**src/rtl/pdx_pkg.sv**
```systemverilog
package pdx_pkg;
  localparam int INSTR_W = 16;
  localparam int OPC_W   = 4;

  typedef enum logic [OPC_W-1:0] {
    OPC_IMM    = 4'h2,
    OPC_LOAD   = 4'h8,
    OPC_STORE  = 4'h9,
    OPC_PREFIX = 4'hF
  } opc_e;

  function automatic logic is_mem_opc(input logic [OPC_W-1:0] opc);
    return (opc == OPC_LOAD) || (opc == OPC_STORE);
  endfunction
endpackage

```
**src/rtl/pdx_ext_reg.sv**
```systemverilog
module pdx_ext_reg #(
  parameter int PAYLOAD_W = 8
) (
  input  logic                 clk,
  input  logic                 rst,
  input  logic                 flush,
  input  logic                 load_en,
  input  logic [PAYLOAD_W-1:0] payload_in,
  input  logic                 consume,
  output logic                 pending,
  output logic [PAYLOAD_W-1:0] payload
);
  always_ff @(posedge clk) begin
    if (rst || flush) begin
      pending <= 1'b0;
      payload <= '0;
    end else if (load_en) begin
      pending <= 1'b1;
      payload <= payload_in;
    end else if (consume) begin
      pending <= 1'b0;
      payload <= '0;
    end
  end
endmodule

```
**src/rtl/pdx_operand_form.sv**
```systemverilog
module pdx_operand_form
  import pdx_pkg::*;
#(
  parameter int PAYLOAD_W = 8,
  parameter int OFF_W     = 6,
  parameter int IMM_W     = 4,
  parameter int DATA_W    = 32
) (
  input  logic [INSTR_W-1:0]   instr,
  input  logic                 pending,
  input  logic [PAYLOAD_W-1:0] payload,
  output logic [DATA_W-1:0]    operand,
  output logic [1:0]           base,
  output logic                 ext
);
  localparam int MEXT_W = PAYLOAD_W + OFF_W;
  localparam int IEXT_W = PAYLOAD_W + IMM_W;

  logic [OPC_W-1:0]  opc;
  logic [OFF_W-1:0]  off;
  logic [IMM_W-1:0]  imm;
  logic [MEXT_W-1:0] mem_wide;
  logic [IEXT_W-1:0] imm_wide;

  assign opc      = instr[INSTR_W-1 -: OPC_W];
  assign off      = instr[OFF_W-1:0];
  assign imm      = instr[IMM_W-1:0];
  assign mem_wide = {payload, off};
  assign imm_wide = {payload, imm};

  always_comb begin
    operand = '0;
    base    = '0;
    ext     = 1'b0;
    if (is_mem_opc(opc)) begin
      base = instr[OFF_W+1:OFF_W];
      ext  = pending;
      if (pending) operand = {{(DATA_W-MEXT_W){1'b0}}, mem_wide};
      else         operand = {{(DATA_W-OFF_W){1'b0}}, off};
    end else if (opc == OPC_IMM) begin
      ext = pending;
      if (pending) operand = {{(DATA_W-IEXT_W){1'b0}}, imm_wide};
      else         operand = {{(DATA_W-IMM_W){imm[IMM_W-1]}}, imm};
    end
  end
endmodule

```
**src/rtl/pdx_unit.sv**
```systemverilog
module pdx_unit
  import pdx_pkg::*;
#(
  parameter int PAYLOAD_W = 8,
  parameter int OFF_W     = 6,
  parameter int IMM_W     = 4,
  parameter int DATA_W    = 32
) (
  input  logic               clk,
  input  logic               rst,
  input  logic               flush,
  input  logic               in_valid,
  input  logic [15:0]        in_instr,
  output logic               out_valid,
  output logic               out_bubble,
  output logic [15:0]        out_instr,
  output logic [DATA_W-1:0]  out_operand,
  output logic [1:0]         out_base,
  output logic               out_ext
);
  logic                 accept, is_prefix;
  logic                 pending;
  logic [PAYLOAD_W-1:0] payload;
  logic [DATA_W-1:0]    f_operand;
  logic [1:0]           f_base;
  logic                 f_ext;

  assign accept    = in_valid && !flush;
  assign is_prefix = (in_instr[INSTR_W-1 -: OPC_W] == OPC_PREFIX);

  pdx_ext_reg #(.PAYLOAD_W(PAYLOAD_W)) u_ext_reg (
    .clk(clk), .rst(rst), .flush(flush),
    .load_en(accept && is_prefix),
    .payload_in(in_instr[PAYLOAD_W-1:0]),
    .consume(accept && !is_prefix),
    .pending(pending), .payload(payload)
  );

  pdx_operand_form #(
    .PAYLOAD_W(PAYLOAD_W), .OFF_W(OFF_W), .IMM_W(IMM_W), .DATA_W(DATA_W)
  ) u_form (
    .instr(in_instr), .pending(pending), .payload(payload),
    .operand(f_operand), .base(f_base), .ext(f_ext)
  );

  always_ff @(posedge clk) begin
    if (rst || !accept) begin
      out_valid   <= 1'b0;
      out_bubble  <= 1'b0;
      out_instr   <= '0;
      out_operand <= '0;
      out_base    <= '0;
      out_ext     <= 1'b0;
    end else begin
      out_valid   <= !is_prefix;
      out_bubble  <= is_prefix;
      out_instr   <= in_instr;
      out_operand <= is_prefix ? '0 : f_operand;
      out_base    <= is_prefix ? 2'b00 : f_base;
      out_ext     <= !is_prefix && f_ext;
    end
  end

  // an accepted prefix leaves a payload pending
  assert_prefix_arms_R2: assert property (@(posedge clk) disable iff (rst)
    (accept && is_prefix) |=> pending);

  // an extended slot needs a payload that was pending when it entered
  assert_ext_needs_prefix_R3: assert property (@(posedge clk) disable iff (rst)
    $rose(out_ext) |-> $past(pending));

  // a non-prefix instruction uses up the payload
  assert_single_use_R8: assert property (@(posedge clk) disable iff (rst)
    (accept && !is_prefix) |=> !pending);

  // a flush yields an empty slot and drops the payload
  assert_flush_clears_R9: assert property (@(posedge clk) disable iff (rst)
    flush |=> (!out_valid && !out_bubble && !pending));

  // an idle cycle keeps the payload
  assert_idle_keeps_R11: assert property (@(posedge clk) disable iff (rst)
    (!in_valid && !flush) |=> $stable(pending));
endmodule

```
**config.mk**
```make
export PLATFORM = sky130hd
export DESIGN_NAME = pdx_unit
export DESIGN_NICKNAME = d
export VERILOG_FILES = /design/src/rtl/pdx_pkg.sv /design/src/rtl/pdx_ext_reg.sv /design/src/rtl/pdx_operand_form.sv /design/src/rtl/pdx_unit.sv
export SDC_FILE = /design/constraint.sdc
export NUM_CORES = 1
export LEC_CHECK = 0
export ABC_AREA = 1
export BUFFER_PORTS_ARGS = -buffer_cell sky130_fd_sc_hd__buf_4
export CAP_MARGIN = 0
export CORE_ASPECT_RATIO = 2
export CORE_UTILIZATION = 50
export CTS_CLUSTER_SIZE = 24
export DETAILED_ROUTE_END_ITERATION = 8
export PLACE_DENSITY_LB_ADDON = 0.25
export SLEW_MARGIN = 30
export SYNTH_ARGS = -nofsm -noshare
export SYNTH_HDL_FRONTEND = slang
export SYNTH_SLANG_ARGS = --single-unit
```
**constraint.sdc**
```tcl
create_clock -name clk -period 1.37 [get_ports clk]
set_input_delay 0.2055 -clock clk [delete_from_list [all_inputs] [get_ports clk]]
set_output_delay 0.2055 -clock clk [all_outputs]
set_load 0.05 [all_outputs]
```
==> flow_summary_export.csv <==
group,metric,value,unit
outcome,status,"complete, but fails checks",
outcome,violations,"DRC",
timing,max_freq,797.5,MHz
floorplanning,die_area,3704,sq um
placement,dp.cells,295,
timing,worst_hold_slack,104.2,ps
worst_setup_path,end_kind,"primary output",
synthesis,synthArstFlopShare,0,%
finish,syn_to_final_growth,31.33,%
global_route,grt_overflow,0,
clocking,htree_levels,2,
worst_setup_path,crit_slowest_cell,"dfxtp_2",
synthesis,yosysSeqAreaShare,52.21,%
synthesis,netlist_instances,210,
timing,maxSlewViolCount,0,
global_route,antenna_found_initial,0,
global_route,track_usage,19.65,%
placement,placedInstanceArea,2170,sq um
power_and_ir_drop,leakagePower,1.184,nW
finish,finalNonFillerCells,303,
global_route,grt_max_degree,19,
timing,min_period,1254,ps
synthesis,synthFlopType,"dfxtp_1",
clocking,numCtsBuffers,5,
timing,fin_crit_sh,91.53,%
power_and_ir_drop,vdd_drop_max,0.8049,mV
floorplanning,rows,29,
finish,drive_gt1_share,35.66,%
timing,tightestPinTransition,377.5,ps
clocking,clockRootBuffer,"clkbuf_8",
placement,dp_hpwl,2599,microns
route,wl_per_cell,10.94,microns
synthesis,synth_area_leaders,"dfxtp_1, nand2_1, buf_4",
clocking,clk_latency,290,ps
route,ant_nets,0,
clocking,clkTransAtPathRegs,80,ps
route,via_per_inst,4.673,
clocking,clockBufferDepth,2,
timing,skew,3.976,ps
floorplanning,start_util,53.43,%
worst_setup_path,timing.critical_path.buf_inv,1,
clocking,cts_sinks,45,
clocking,cts_tree,"done",
synthesis,post-synth-top-area-cell,"dfxtp_1",
global_route,grt_pass1_wl,5451,microns
timing,finalSetupViolations,0,
worst_setup_path,cp_top_family,"flip-flops",
worst_setup_path,critical_path.max_stage_delay,490,ps
timing,fin_tns_setup,0,ps
synthesis,ys_top_cells_by_count,"nand2_1, dfxtp_1, inv_1",
power_and_ir_drop,power_density,1065,nW/um^2
floorplanning,ios,73,
floorplanning,fp.dieH,85.08,microns
min_path,hold_class,"in2reg",
placement,gp_congestion,0.7501,
route,drc,19,
synthesis,synth_cell_types,17,
route,drt_iter0_markers,40,
synthesis,synth_top_area_share,52.21,%
synthesis,synth-edff-count,0,
floorplanning,core,3229,sq um
route,dr.pass1.iters,7,
finish,fin_nets,291,
floorplanning,fp.dieW,43.54,microns
worst_setup_path,crit_type,"reg2out",
synthesis,syn_nets,230,
synthesis,syn_area_per_cell,8.216,sq um
finish,finish.instance_area,2266,sq um
clocking,cts_resized,0,
placement,io_buffer_count,72,
synthesis,yosysMostFrequentCell,"nand2_1",
global_route,grt_pass1_vias,1290,
clocking,cts_setup_buffers,0,
synthesis,ys_ff_latch,45,
timing,grt_setup_unrepaired,"no",
job,maxCapViolations,0,
finish,n_fill_cell,284,
synthesis,yosys_warnings,0,
worst_setup_path,worstPathArrival,1050,ps
power_and_ir_drop,power,2.413,mW
worst_setup_path,required,1160,ps
timing,slew_headroom,74.74,%
route,wl,3316,microns
worst_setup_path,path_cells,"buf_4",
worst_setup_path,cp-start-kind,"register",
timing,finalHoldViolations,0,
finish,diodes,0,
synthesis,syn_area,1725,sq um
clocking,hold_buffers,0,
worst_setup_path,cp_max_fo,18,
route,vias,1416,
[power breakdown]
| group | switching (mW) | internal [mW] |
|---|---|---|
| Clock | 0.425 | 0.408 |
| Combinational | 0.166 | 0.0835 |
| Sequential | 0.00527 | 1.32 |
| Total | 0.597 | 1.82 |
[layout by cell type, fill, tap and decap left out]
master and count:
buf_4 74, nand2_1 55, dfxtp_1 44, inv_1 28, a21oi_1 19, nor2_1 19
nand3_1 8, clkbuf_8 6, nor2_4 3, nor2_2 2, nand2_2 2, inv_2 2
nand2_4 2, nor2_8 2, nor3_1 2, o21ai_4 1, clkinv_2 1, clkinv_4 1
dfxtp_2 1
[metrics by stage]
| stage | worst slack (ps) | utilization (%) |
|---|---|---|
| after CTS | 102.5 | 70.17 |
| after floorplan | 276.2 | - |
| final | 116.0 | 70.17 |
| after global routing | 66.68 | 70.17 |
| after detailed placement | 241.7 | 67.18 |
| after global placement | 292.1 | 67.18 |
[final timing paths]
check	start	to	slack (ps)	depth (start not counted)
max reg2reg	u_ext_reg.pending	out_operand[13]	410	5
max	out_operand[30]	out_operand[28]	120	1
min reg2reg	u_ext_reg.payload[7]	u_ext_reg.payload[7]	460	2
min	rst	out_bubble	100	2
[logic make-up (layout without fill, tap and decap cells)]
| kind of cell | after synthesis | count (layout) | share of synthesized area, % |
|---|---|---|---|
| AOI/OAI and AO/OA | 20 | 20 | 6.454 |
| buffers and inverters | 50 | 112 | 15.30 |
| and+or+nand+nor | 95 | 95 | 26.03 |
| DFF | 45 | 45 | 52.21 |
[flip-flops by register name (all words and copies together), names as in the netlist]
name,cells
out_operand,15
out_ext,1
out_base,2
out_instr,16
u_ext_reg.pending,1
out_valid,1
out_bubble,1
u_ext_reg.payload,8
[cell type report]
cell class / count / area [sq um] / share of cell area (%)
Tap cell: 31 / 38.79 / 1.712
Timing Repair Buffer: 74 / 555.5 / 24.52
Sequential cell: 45 / 902.1 / 39.81
Clock inverter: 2 / 13.76 / 0.6074
Clock buffer: 6 / 82.58 / 3.644
Inverter: 30 / 112.6 / 4.970
Multi-Input combinational cell: 115 / 560.5 / 24.74
[worst reg2reg max path, stage by stage (launching register included)]
cell and delay (ps):
dfxtp_1 340, inv_1 40, nand2_1 220, inv_1 70, nand2_1 110, a21oi_1 80
[metal layers]
metal	routed length, microns	part of all wire, %	vias up	GRT usage, %
li1	-	-	734	-
met1	1130	34	617	17.60
met2	1871	56	61	38.57
met3	268	8.1	4	4.681
met4	46	1.4	0	8.523
met5	0	0	-	0
No activity file was read; power rests on OpenSTA's default activity.
